### src/rtl/mdio_ind_pkg.sv
package mdio_ind_pkg;
  localparam int unsigned DW = 16;
  localparam int unsigned RW = 5;

  // register numbers decoded by the far-end device
  localparam logic [RW-1:0] REG_START  = 5'd29;
  localparam logic [RW-1:0] REG_CTRL_A = 5'd31;
  localparam logic [RW-1:0] REG_ADDR   = 5'd23;
  localparam logic [RW-1:0] REG_WDATA  = 5'd24;
  localparam logic [RW-1:0] REG_CTRL_B = 5'd21;
  localparam logic [RW-1:0] REG_RDATA  = 5'd25;
  localparam logic [RW-1:0] REG_C_CTRL = 5'd13;
  localparam logic [RW-1:0] REG_C_PORT = 5'd14;

  typedef struct packed {
    logic          wr;
    logic [RW-1:0] regn;
    logic [DW-1:0] data;
  } frame_t;
endpackage

### src/rtl/mdio_ind_script_full.sv
module mdio_ind_script_full
  import mdio_ind_pkg::*;
#(
  parameter logic [DW-1:0] START_OP = 16'hFFFF,
  parameter logic [DW-1:0] ADDR_OP  = 16'h000E,
  parameter logic [DW-1:0] WR_OP    = 16'h0003,
  parameter logic [DW-1:0] RD_OP    = 16'h0001
) (
  input  logic [2:0]    step_i,
  input  logic          wr_i,
  input  logic [DW-1:0] addr_i,
  input  logic [DW-1:0] wdata_i,
  output frame_t        frame_o,
  output logic          last_o
);
  always_comb begin
    frame_o = '{wr: 1'b1, regn: REG_START, data: START_OP};
    if (step_i[0]) begin
      unique case (step_i[2:1])
        2'd0: begin frame_o.regn = REG_CTRL_A; frame_o.data = ADDR_OP; end
        2'd1: begin frame_o.regn = REG_ADDR;   frame_o.data = addr_i;  end
        2'd2: begin
          frame_o.regn = wr_i ? REG_WDATA : REG_CTRL_B;
          frame_o.data = wr_i ? wdata_i : RD_OP;
        end
        default: begin
          frame_o.wr   = wr_i;
          frame_o.regn = wr_i ? REG_CTRL_B : REG_RDATA;
          frame_o.data = wr_i ? WR_OP : '0;
        end
      endcase
    end
  end

  assign last_o = (step_i == 3'd7);
endmodule

### src/rtl/mdio_ind_script_compact.sv
module mdio_ind_script_compact
  import mdio_ind_pkg::*;
#(
  parameter logic [DW-1:0] ADDR_OP = 16'h000E,
  parameter logic [DW-1:0] DATA_OP = 16'h4000
) (
  input  logic [1:0]    step_i,
  input  logic          wr_i,
  input  logic [DW-1:0] addr_i,
  input  logic [DW-1:0] wdata_i,
  output frame_t        frame_o,
  output logic          last_o
);
  always_comb begin
    frame_o = '{wr: 1'b1, regn: REG_C_CTRL, data: ADDR_OP};
    unique case (step_i)
      2'd0: ;
      2'd1: begin frame_o.regn = REG_C_PORT; frame_o.data = addr_i; end
      2'd2: frame_o.data = DATA_OP;
      default: begin
        frame_o.wr   = wr_i;
        frame_o.regn = REG_C_PORT;
        frame_o.data = wr_i ? wdata_i : '0;
      end
    endcase
  end

  assign last_o = (step_i == 2'd3);
endmodule

### src/rtl/mdio_ind_ctrl.sv
module mdio_ind_ctrl
  import mdio_ind_pkg::*;
#(
  parameter int unsigned SW = 3
) (
  input  logic          clk_i,
  input  logic          rst_ni,
  input  logic          req_valid_i,
  input  logic          req_write_i,
  input  logic [DW-1:0] req_addr_i,
  input  logic [DW-1:0] req_wdata_i,
  output logic          req_ready_o,
  output logic [SW-1:0] step_o,
  output logic          wr_o,
  output logic [DW-1:0] addr_o,
  output logic [DW-1:0] wdata_o,
  input  logic          last_i,
  input  logic          cmd_done_i,
  input  logic [DW-1:0] cmd_rdata_i,
  output logic          cmd_valid_o,
  output logic          rsp_done_o,
  output logic [DW-1:0] rsp_rdata_o
);
  typedef enum logic {ST_IDLE, ST_RUN} st_e;
  st_e st_q;

  always_ff @(posedge clk_i or negedge rst_ni) begin
    if (!rst_ni) begin
      st_q        <= ST_IDLE;
      step_o      <= '0;
      wr_o        <= 1'b0;
      addr_o      <= '0;
      wdata_o     <= '0;
      rsp_done_o  <= 1'b0;
      rsp_rdata_o <= '0;
    end else begin
      rsp_done_o <= 1'b0;
      unique case (st_q)
        ST_IDLE: if (req_valid_i) begin
          st_q    <= ST_RUN;
          step_o  <= '0;
          wr_o    <= req_write_i;
          addr_o  <= req_addr_i;
          wdata_o <= req_wdata_i;
        end
        default: if (cmd_done_i) begin
          if (last_i) begin
            st_q       <= ST_IDLE;
            rsp_done_o <= 1'b1;
            if (!wr_o) rsp_rdata_o <= cmd_rdata_i;
          end else begin
            step_o <= step_o + 1'b1;
          end
        end
      endcase
    end
  end

  assign req_ready_o = (st_q == ST_IDLE);
  assign cmd_valid_o = (st_q == ST_RUN);
endmodule

### src/rtl/mdio_ind_seq.sv
module mdio_ind_seq
  import mdio_ind_pkg::*;
#(
  parameter bit              COMPACT  = 1'b0,
  parameter int unsigned     PHY_W    = 5,
  parameter int unsigned     PRE_W    = 6,
  parameter logic [PHY_W-1:0] PHY_ID  = '0,
  parameter logic [PRE_W-1:0] PRE_LEN = 6'd32,
  parameter logic [15:0]     START_OP = 16'hFFFF,
  parameter logic [15:0]     ADDR_OP  = 16'h000E,
  parameter logic [15:0]     DATA_OP  = 16'h4000,
  parameter logic [15:0]     WR_OP    = 16'h0003,
  parameter logic [15:0]     RD_OP    = 16'h0001
) (
  input  logic             clk_i,
  input  logic             rst_ni,
  input  logic             req_valid_i,
  output logic             req_ready_o,
  input  logic             req_write_i,
  input  logic [15:0]      req_addr_i,
  input  logic [15:0]      req_wdata_i,
  output logic             rsp_done_o,
  output logic [15:0]      rsp_rdata_o,
  output logic             cmd_valid_o,
  output logic             cmd_write_o,
  output logic [PHY_W-1:0] cmd_phy_o,
  output logic [4:0]       cmd_reg_o,
  output logic [15:0]      cmd_data_o,
  output logic [PRE_W-1:0] cmd_pre_o,
  input  logic             cmd_done_i,
  input  logic [15:0]      cmd_rdata_i
);
  localparam int unsigned STEPS = COMPACT ? 4 : 8;
  localparam int unsigned SW    = $clog2(STEPS);

  logic [SW-1:0] step;
  logic          wr_q, last;
  logic [DW-1:0] addr_q, wdata_q;
  frame_t        frame;

  mdio_ind_ctrl #(.SW(SW)) u_ctrl (
    .clk_i      (clk_i),
    .rst_ni     (rst_ni),
    .req_valid_i(req_valid_i),
    .req_write_i(req_write_i),
    .req_addr_i (req_addr_i),
    .req_wdata_i(req_wdata_i),
    .req_ready_o(req_ready_o),
    .step_o     (step),
    .wr_o       (wr_q),
    .addr_o     (addr_q),
    .wdata_o    (wdata_q),
    .last_i     (last),
    .cmd_done_i (cmd_done_i),
    .cmd_rdata_i(cmd_rdata_i),
    .cmd_valid_o(cmd_valid_o),
    .rsp_done_o (rsp_done_o),
    .rsp_rdata_o(rsp_rdata_o)
  );

  generate
    if (COMPACT) begin : g_compact
      mdio_ind_script_compact #(.ADDR_OP(ADDR_OP), .DATA_OP(DATA_OP)) u_script (
        .step_i(step), .wr_i(wr_q), .addr_i(addr_q), .wdata_i(wdata_q),
        .frame_o(frame), .last_o(last)
      );
    end else begin : g_full
      mdio_ind_script_full #(
        .START_OP(START_OP), .ADDR_OP(ADDR_OP), .WR_OP(WR_OP), .RD_OP(RD_OP)
      ) u_script (
        .step_i(step), .wr_i(wr_q), .addr_i(addr_q), .wdata_i(wdata_q),
        .frame_o(frame), .last_o(last)
      );
    end
  endgenerate

  assign cmd_write_o = frame.wr;
  assign cmd_reg_o   = frame.regn;
  assign cmd_data_o  = frame.data;
  assign cmd_phy_o   = PHY_ID;
  assign cmd_pre_o   = PRE_LEN;
endmodule

### config.mk
export PLATFORM = sky130hd
export DESIGN_NAME = mdio_ind_seq
export DESIGN_NICKNAME = d
export VERILOG_FILES = /design/src/rtl/mdio_ind_pkg.sv /design/src/rtl/mdio_ind_script_full.sv /design/src/rtl/mdio_ind_script_compact.sv /design/src/rtl/mdio_ind_ctrl.sv /design/src/rtl/mdio_ind_seq.sv
export SDC_FILE = /design/constraint.sdc
export NUM_CORES = 1
export LEC_CHECK = 0
export BUFFER_PORTS_ARGS = -buffer_cell sky130_fd_sc_hd__buf_2
export CAP_MARGIN = 20
export CORE_UTILIZATION = 49
export CTS_BUF_LIST = sky130_fd_sc_hd__clkbuf_4
export CTS_CLUSTER_SIZE = 20
export DETAILED_ROUTE_END_ITERATION = 12
export HOLD_SLACK_MARGIN = 0.1
export PLACE_DENSITY_LB_ADDON = 0.3
export RECOVER_POWER = 100
export SYNTH_ARGS = -nofsm -noshare
export SYNTH_HDL_FRONTEND = slang
export SYNTH_HIERARCHICAL = 1
export SYNTH_SLANG_ARGS = --single-unit
### constraint.sdc
create_clock -name clk_i -period 2.1 [get_ports clk_i]
set_input_delay 0.315 -clock clk_i [delete_from_list [all_inputs] [get_ports clk_i]]
set_output_delay 0.315 -clock clk_i [all_outputs]
set_load 0.01 [all_outputs]
# After elaboration in Yosys (flattened, before gate mapping)
# Cells that the tools add are included.
[op_classes]
addsub = 1
n_eq_ne = 5
muxes = 18
bitwise = 2
n_reduce_logical = 6
[op_table]
columns = ["operator", "count"]
rows = [
  ["$pmux W21 S3", 1],
  ["$mux W22", 1],
  ["$mux W16", 1],
  ["$mux W3", 4],
  ["$mux W1", 8],
  ["$mux W4", 2],
  ["$ne A2 B2 Y1 const B", 2],
  ["$reduce_and A4 Y1", 1],
  ["$add A3 B1 Y3 const B", 1],
  ["$eq A3 B3 Y1 const B", 1],
  ["$reduce_and A3 Y1", 1],
  ["$reduce_or A3 Y1", 1],
  ["$eq A2 B1 Y1 const B", 1],
  ["$eq A2 B2 Y1 const B", 1],
  ["$logic_not A2 Y1", 1],
  ["$mux W2", 1],
  ["$not A1 Y1", 2],
  ["$reduce_and A2 Y1", 1],
  ["$reduce_bool A2 Y1", 1],
]
[word_totals]
regBits = 54
in_bits = 53
elab_cells = 39

# Logic depth before layout (Yosys ltp)
# Gate-level depths: netlist of the first run.
[depth]
ltp_word = 4
ltp_mapped = 7
ltp_nobuf = 4

# Hierarchy
# The synthesis of the first run kept the hierarchy.
[by_module_without_submodules]
columns = ["module", "n_inst", "cells_per_inst", "area_each_um2", "seq_area_each_um2"]
rows = [
  ["mdio_ind_ctrl", 1, 127, 2072.0, 1351.3],
  ["mdio_ind_script_full", 1, 46, 347.8, 0.0],
  ["mdio_ind_seq", 1, 13, 90.1, 0.0],
]

# Least setup slack after synthesis of the first run
# Ideal clock, no wire load.
[synth_path]
path_type = "register -> register"
startpoint = "register u_ctrl.step_o[1]"
endpoint = "register u_ctrl.rsp_rdata_o[10]"
t_arrival_ns = 1.559
required_ns = 1.975
setup_slack_ns = 0.416
path_stages_with_launch = 8
path_buffers = 3
cell_sequence = "dfrtp_1 buf_6 and3_1 and3_4 nand2b_2 buf_6 buf_6 mux2_2"
[synth_via]
elab_chain_cells = 2
[synth_lines]
columns = ["item", "line", "source"]
rows = [
  ["start: declaration", "mdio_ind_ctrl.sv:13", "output logic [SW-1:0] step_o,"],
  ["start signal: assignment", "mdio_ind_ctrl.sv:52", "step_o <= step_o + 1'b1;"],
  ["$eq A3 B3 Y1", "mdio_ind_script_full.sv:35", "assign last_o = (step_i == 3'd7);"],
  ["named net last", "mdio_ind_seq.sv:37", "logic wr_q, last;"],
  ["$reduce_and A4 Y1 (no line)", "--", ""],
  ["end signal: assignment", "mdio_ind_ctrl.sv:50", "if (!wr_o) rsp_rdata_o <= cmd_rdata_i;"],
  ["end: declaration", "mdio_ind_ctrl.sv:22", "output logic [DW-1:0] rsp_rdata_o"],
]
# The timed path passes the listed nets, and every way through them passes these cells.
# A chain may end at the register's enable or synchronous reset.

# Final worst setup path of the first run
[layout_path]
startpoint = "register u_ctrl.wr_o"
endpoint = "output cmd_data_o[13]"
[layout_via]
elab_chain_cells = 3
[layout_lines]
columns = ["item", "line", "source"]
rows = [
  ["start: declaration", "mdio_ind_ctrl.sv:14", "output logic wr_o,"],
  ["start signal: assignment", "mdio_ind_ctrl.sv:42", "wr_o <= req_write_i;"],
  ["$mux W16", "mdio_ind_script_full.sv:24", "frame_o.data = wr_i ? wdata_i : RD_OP;"],
  ["$pmux W21 S3", "mdio_ind_script_full.sv:19", "unique case (step_i[2:1])"],
  ["$mux W22", "mdio_ind_script_full.sv:18", "if (step_i[0]) begin"],
  ["end: declaration", "mdio_ind_seq.sv:28", "output logic [15:0] cmd_data_o,"],
]
# No other way between the ends.

==> results of run 1 <==
-- power by group through the flow --
stage / Sequential (W) / Clock (W) / Combinational [W]
after global placement: 0.00191 / 0 / 0.00182
after detailed placement: 0.00192 / 0 / 0.00187
after global routing: 0.00200 / 0.000649 / 0.00206
final: 0.00192 / 0.000580 / 0.00188
after CTS: 0.00191 / 0.000609 / 0.00187
after floorplan: 0.00187 / 0 / 0.00132
-- state kept, by name, summed over array words and instances (netlist names) --
register and count:
u_ctrl/addr_o 16, u_ctrl/cmd_valid_o 1, u_ctrl/rsp_done_o 1, u_ctrl/rsp_rdata_o 16
u_ctrl/step_o 3, u_ctrl/wdata_o 16, u_ctrl/wr_o 1
-- area by class of cell --
cell class	count	share of cell area
Inverter	3	0.004955
Tap cell	67	0.02766
Timing Repair Buffer	97	0.1635
Timing Repair inverter	1	0.002477
Sequential cell	54	0.4476
Clock buffer	7	0.01734
Clock inverter	1	0.009909
Multi-Input combinational cell	114	0.3266
-- metrics by stage --
| stage | utilization | setup slack [ps] | cell area (sq um) |
|---|---|---|---|
| 2_1_floorplan | - | 416.1 | 2544 |
| 3_3_place_gp | 0.6083 | 334.3 | 2930 |
| 3_5_place_dp | 0.6083 | 322.0 | 2930 |
| 4_1_cts | 0.6281 | 18.69 | 3025 |
| 5_1_grt | 0.6291 | 1.196 | 3030 |
| 6_report | 0.6291 | 89.43 | 3030 |
-- worst max-delay path, delay by kind of cell, from the launching register on --
family	cells	cell delay (ps)
simple gates	2	370
buf+inv	1	140
compound gates	1	350
flops	1	470
-- timing repair --
item,4_1_cts,5_1_grt
endpoints found under the hold margin,21,0
gates cloned,0,1
setup buffers,0,2
pin swaps,0,7
hold buffers,1,0
gates resized for setup,2,7
setup endpoints to repair,12,14
-- kinds of logic after synthesis --
family          count (synthesis)  synth area share
xor+xnor                        4           0.01396
mux                            50            0.2238
flops                          54            0.5384
simple gates                   24           0.05982
buf+inv                        27           0.07827
compound gates                 23           0.07627
fa+ha+maj                       1          0.004984
other cells                     3          0.004486
-- cells in the final DEF (no fill, tap or decap), types with 2 or more instances in the layout --
cell | Yosys | final
clkbuf_2 | 0 | 8
a21boi_0 | 2 | 2
buf_2 | 4 | 61
buf_4 | 16 | 2
clkbuf_4 | 0 | 7
nand3_1 | 3 | 3
o21ai_0 | 6 | 6
buf_6 | 4 | 2
clkinvlp_4 | 0 | 2
inv_1 | 3 | 2
dfrtp_1 | 54 | 50
nor2_1 | 4 | 4
and3_1 | 1 | 2
dfrtp_2 | 0 | 4
xor2_1 | 4 | 4
and2b_1 | 1 | 2
nand2_1 | 5 | 5
nor2b_1 | 2 | 2
a221o_1 | 11 | 11
conb_1 | 3 | 12
mux2_2 | 49 | 49
a221o_2 | 2 | 2
clkbuf_1 | 0 | 22
-- layer usage --
layer	track usage	vias up
met5	0	-
met4	0.05769	0
met3	0.05213	6
met2	0.2997	75
met1	0.2437	827
li1	-	811
-- path summary, 6_finish.rpt --
path / to / startpoint / cells past startpoint
worst max-delay path: cmd_data_o[13] / u_ctrl/wr_o$_DFFE_PN0P_ / 4
worst min-delay path: u_ctrl/rsp_rdata_o[5]$_DFFE_PN0P_ / cmd_rdata_i[5] / 2
worst max register to register: u_ctrl/addr_o[9]$_DFFE_PN0P_ / u_ctrl/cmd_valid_o$_DFF_PN0_ / 3
worst min register to register: u_ctrl/addr_o[7]$_DFFE_PN0P_ / u_ctrl/addr_o[7]$_DFFE_PN0P_ / 1
max in group asynchronous: u_ctrl/step_o[2]$_DFFE_PN0P_ / rst_ni / 3
min in group asynchronous: u_ctrl/wdata_o[6]$_DFFE_PN0P_ / rst_ni / 2
==> impl_metrics.env, run 1 <==
export IMPL_ys_types=30
export IMPL_start_util=0.5210
export IMPL_ys_flop_type="dfrtp_1"
export IMPL_intPower_w=0.002836
export IMPL_grt_max_degree=34
export IMPL_synthCells=186
export IMPL_p_leak_nw=1.444
export IMPL_cts_buffers=5
export IMPL_fin_cells=344
export IMPL_pwr_share_seq=0.438
export IMPL_slowest_delay_ps=470
export IMPL_maxCapViolations=0
export IMPL_netlist_area_sq_um=2510
export IMPL_hold_viol=0
export IMPL_via_per_inst=4.997
export IMPL_place_hpwl_mm=3.476
export IMPL_die_area_sq_um=5413
export IMPL_avgSynthCellArea_sq_um=13.49
export IMPL_synth_top_area_share=0.5384
export IMPL_cpMaxStageDelayCell="dfrtp_2"
export IMPL_yosysWarnings=6
export IMPL_nFillCells=417
export IMPL_vdd_ir_drop_max_mv=0.6477
export IMPL_area_growth_pct=20.74
export IMPL_routed_top_layer="met4"
export IMPL_relSlewSlack=0.1717
export IMPL_dr_wl_met2_mm=2.262
export IMPL_grt_pass1_vias=1662
export IMPL_routed_wl_mm=4.821
export IMPL_wl_met3_um=331
export IMPL_clk_pin_slew_ps=140
export IMPL_drv_slew=0
export IMPL_die_h_um=73.57
export IMPL_drc=0
export IMPL_ys_ff_latch=54
export IMPL_fmax_mhz=497.4
export IMPL_yosysSeqAreaShare=0.5384
export IMPL_worst_setup_path_type="register to output port"
export IMPL_drive_gt1_frac=0.5162
export IMPL_synthTopCellsByArea="dfrtp_1 (54%), mux2_2 (22%), buf_4 (4.8%)"
export IMPL_p_total_w=0.004383
export IMPL_n_antenna_cell=0
export IMPL_cp_start_kind="register"
export IMPL_timing_final_crit_share=0.9574
export IMPL_whs_ps=171.3
export IMPL_p_switching_w=0.001547
export IMPL_p_comb_frac=0.429
export IMPL_required_ps=1780
export IMPL_tightestPinTransition_ps=1242
export IMPL_dp_cells=332
export IMPL_gp_congestion=0.7774
export IMPL_drt_iter0_drc=90
export IMPL_core_area_sq_um=4817
export IMPL_end_kind="output port"
export IMPL_regToRegSetupSlack_ps=310
export IMPL_outcome="finished clean"
export IMPL_antenna_found_initial=0
export IMPL_setup_viol_count_final=0
export IMPL_grt_usage=0.1859
export IMPL_clkSinkCount=54
export IMPL_multi_input_area_sq_um=989.7
export IMPL_skew_ps=5.313
export IMPL_io_buffers=92
export IMPL_grt_overflow_total=0
export IMPL_synthTopCellsByCount="dfrtp_1 (54), mux2_2 (49), buf_4 (16)"
export IMPL_grt_pass1_wl_mm=7.555
export IMPL_seq_area_sq_um=1356
export IMPL_sw_frac_of_total=0.3529
export IMPL_rsz0062_at_grt="false"
export IMPL_cts_tree="built"
export IMPL_cellPowerDensity_nw_per_um2=1446
export IMPL_synth_edff_count=0
export IMPL_yosysMostFrequentCell="dfrtp_1"
export IMPL_setup_tns_ps=0
export IMPL_holdCritPathClass="input port to register"
export IMPL_fin_crit_ps=2011
export IMPL_final_antenna_net_count=0
export IMPL_power_share_clock=0.132
export IMPL_clk_path_buf_depth=2
export IMPL_yosysTopAreaCell="dfrtp_1"
export IMPL_drt_met1_wl_mm=2.179
export IMPL_ios=105
export IMPL_nets=330
export IMPL_die_width_um=73.57
export IMPL_rows=25
export IMPL_post_drt_wl_per_cell_um=14.01
export IMPL_insertion_delay_ps=360
export IMPL_synthArstFlopShare=1.000
export IMPL_htreeDepth=2
export IMPL_crit_fanout=12
export IMPL_via_count=1719
export IMPL_worstPathArrival_ps=1700
export IMPL_cp_cell_sequence="nor2b_4, and2_4, a221o_1, buf_2"
export IMPL_drt_pass1_iter_count=4
export IMPL_cts_root_buf="clkbuf_4"
(Power assumes the default switching activity.)
==> run 2, diff against run 1 <==
--- a/config.mk
+++ b/config.mk
@@ -7,7 +7,8 @@
 export LEC_CHECK = 0
 export BUFFER_PORTS_ARGS = -buffer_cell sky130_fd_sc_hd__buf_2
 export CAP_MARGIN = 20
-export CORE_UTILIZATION = 49
+export CORE_MARGIN = 2
+export CORE_UTILIZATION = 53
 export CTS_BUF_LIST = sky130_fd_sc_hd__clkbuf_4
 export CTS_CLUSTER_SIZE = 20
 export DETAILED_ROUTE_END_ITERATION = 12
==> constraint.sdc (replaced) <==
create_clock -name clk_i -period 2.47 [get_ports clk_i]
set_input_delay 0.3705 -clock clk_i [delete_from_list [all_inputs] [get_ports clk_i]]
set_output_delay 0.3705 -clock clk_i [all_outputs]
set_load 0.01 [all_outputs]
==> impl_metrics.env, run 2 (same netlist as run 1, synthesis figures left out) <==
export IMPL_outcome="finished clean"
export IMPL_core_area_sq_um=4629
export IMPL_timing_rr_start="u_ctrl/step_o[1]$_DFFE_PN0P_"
export IMPL_cp_cell_sequence="nor2b_1, and2_4, a221o_2, clkbuf_1"
export IMPL_cellPowerDensity_nw_per_um2=1191
export IMPL_cts_buffers=5
export IMPL_hold_viol=0
export IMPL_hold_depth=2
export IMPL_place_hpwl_mm=3.325
export IMPL_grt_overflow_total=0
export IMPL_end_kind="output port"
export IMPL_relSlewSlack=0.1379
export IMPL_fin_cells=326
export IMPL_gp_congestion=0.7564
export IMPL_crit_fanout=14
export IMPL_final_antenna_net_count=0
export IMPL_hp_start="req_addr_i[3]"
export IMPL_dp_cells=319
export IMPL_die_width_um=72.82
export IMPL_use_met1=0.2346
export IMPL_drc=0
export IMPL_via_count=1691
export IMPL_timing_final_crit_share=0.9145
export IMPL_fmax_mhz=442.7
export IMPL_cpMaxStageDelayCell="dfrtp_1"
export IMPL_drive_gt1_frac=0.4375
export IMPL_cp_start_kind="register"
export IMPL_worst_setup_path_type="register to output port"
export IMPL_clkSinkCount=54
export IMPL_routed_wl_mm=4.581
export IMPL_fin_crit_ps=2259
export IMPL_cts_root_buf="clkbuf_4"
export IMPL_drv_slew=0
export IMPL_cts_tree="built"
export IMPL_slowest_delay_ps=600
export IMPL_final_common_cell="buf_2"
export IMPL_grt_usage=0.1811
export IMPL_p_leak_nw=1.376
export IMPL_die_area_sq_um=5302
export IMPL_reg2reg_to="u_ctrl/rsp_rdata_o[12]$_DFFE_PN0P_"
export IMPL_via_per_inst=5.187
export IMPL_cpLargestDelayFamily="flip-flops"
export IMPL_vdd_ir_drop_max_mv=0.6590
export IMPL_cts_resized_gates=0
export IMPL_setup_viol_count_final=0
export IMPL_maxCapViolations=0
export IMPL_grt_use_met2=0.2909
export IMPL_start_util=0.5422
export IMPL_clk_path_buf_depth=2
export IMPL_critPathBufInv=1
export IMPL_antenna_found_initial=0
export IMPL_drt_pass1_iter_count=4
export IMPL_postCtsSetupRepairBufs=0
export IMPL_htreeDepth=2
export IMPL_holdBufCountCts=0
export IMPL_grtUsageMet3=0.05525
export IMPL_post_drt_wl_per_cell_um=14.05
export IMPL_nFillCells=400
export IMPL_final_cell_mix="buf_2 (57), dfrtp_1 (54), mux2_2 (49)"
export IMPL_skew_ps=4.387
export IMPL_grt_max_degree=55
export IMPL_min_to="u_ctrl/addr_o[3]$_DFFE_PN0P_"
export IMPL_drt_iter0_drc=63
export IMPL_nets=326
export IMPL_grt_pass1_vias=1620
export IMPL_rsz0062_at_grt="false"
export IMPL_io_buffers=92
export IMPL_insertion_delay_ps=360
export IMPL_area_growth_pct=15.10
export IMPL_regToRegSetupSlack_ps=430
export IMPL_setup_tns_ps=0
export IMPL_reg_top3="u_ctrl/addr_o (16), u_ctrl/rsp_rdata_o (16), u_ctrl/wdata_o (16)"
export IMPL_clk_pin_slew_ps=130
export IMPL_grt_pass1_wl_mm=7.369
export IMPL_top_usage_layer="met2"
export IMPL_holdCritPathClass="input port to register"
export IMPL_tightestPinTransition_ps=1293
export IMPL_ios=105
export IMPL_rows=25
export IMPL_worstPathArrival_ps=1890
export IMPL_n_antenna_cell=0
export IMPL_required_ps=2100
export IMPL_reg2regPathDepth=4
export IMPL_die_h_um=72.82
-- run 2: worst max-delay path by stage --
stage / startpoint / to / slack, ps / cells after the start
4_1_cts: u_ctrl/step_o[1]$_DFFE_PN0P_ / cmd_data_o[4] / 240 / 4
2_1_floorplan: u_ctrl/step_o[1]$_DFFE_PN0P_ / u_ctrl/rsp_rdata_o[10]$_DFFE_PN0P_ / 790 / 7
5_1_grt: u_ctrl/step_o[1]$_DFFE_PN0P_ / cmd_data_o[12] / 80 / 4
3_5_place_dp: u_ctrl/step_o[1]$_DFFE_PN0P_ / cmd_data_o[4] / 680 / 4
6_report: u_ctrl/step_o[1]$_DFFE_PN0P_ / cmd_data_o[4] / 210 / 4
3_3_place_gp: u_ctrl/step_o[1]$_DFFE_PN0P_ / cmd_data_o[5] / 680 / 4
-- run 2: through the flow --
stage          total power [W]    util  hold WS [ps]  cell area (sq um)  worst slack, ps
2_1_floorplan         0.002708       -         74.91               2544            786.1
3_3_place_gp          0.003157  0.6268         484.4               2902            683.2
3_5_place_dp          0.003208  0.6268         486.9               2902            677.2
4_1_cts               0.003585  0.6381         100.2               2954            240.1
5_1_grt               0.003717  0.6241         196.3               2889            79.46
6_report              0.003441  0.6241         230.5               2889            211.2
-- run 2: cell type report --
class	count	area, sq um	area share
clock buffer	7	52.55	0.01819
timing repair buffer	94	426.7	0.1477
inverter	3	11.26	0.003898
sequential	54	1351	0.4677
tap	54	67.56	0.02339
multi-input combinational	114	979.7	0.3391
-- run 2: where the power goes --
group | internal (W) | total, W | switching [W]
Combinational | 0.000755 | 0.00147 | 0.000713
Clock | 0.000130 | 0.000372 | 0.000242
Sequential | 0.00131 | 0.00160 | 0.000292
-- run 2: layer usage --
layer	vias up	part of all wire
li1	805	-
met1	817	0.43
met2	62	0.48
met3	7	0.071
met4	0	0.014
met5	-	0
-- run 2: worst register-to-register path: stages, from the launching register on --
cell and delay, ps:
dfrtp_1 540, and3_1 260, and3_1 200, nand2b_1 530
mux2_2 410
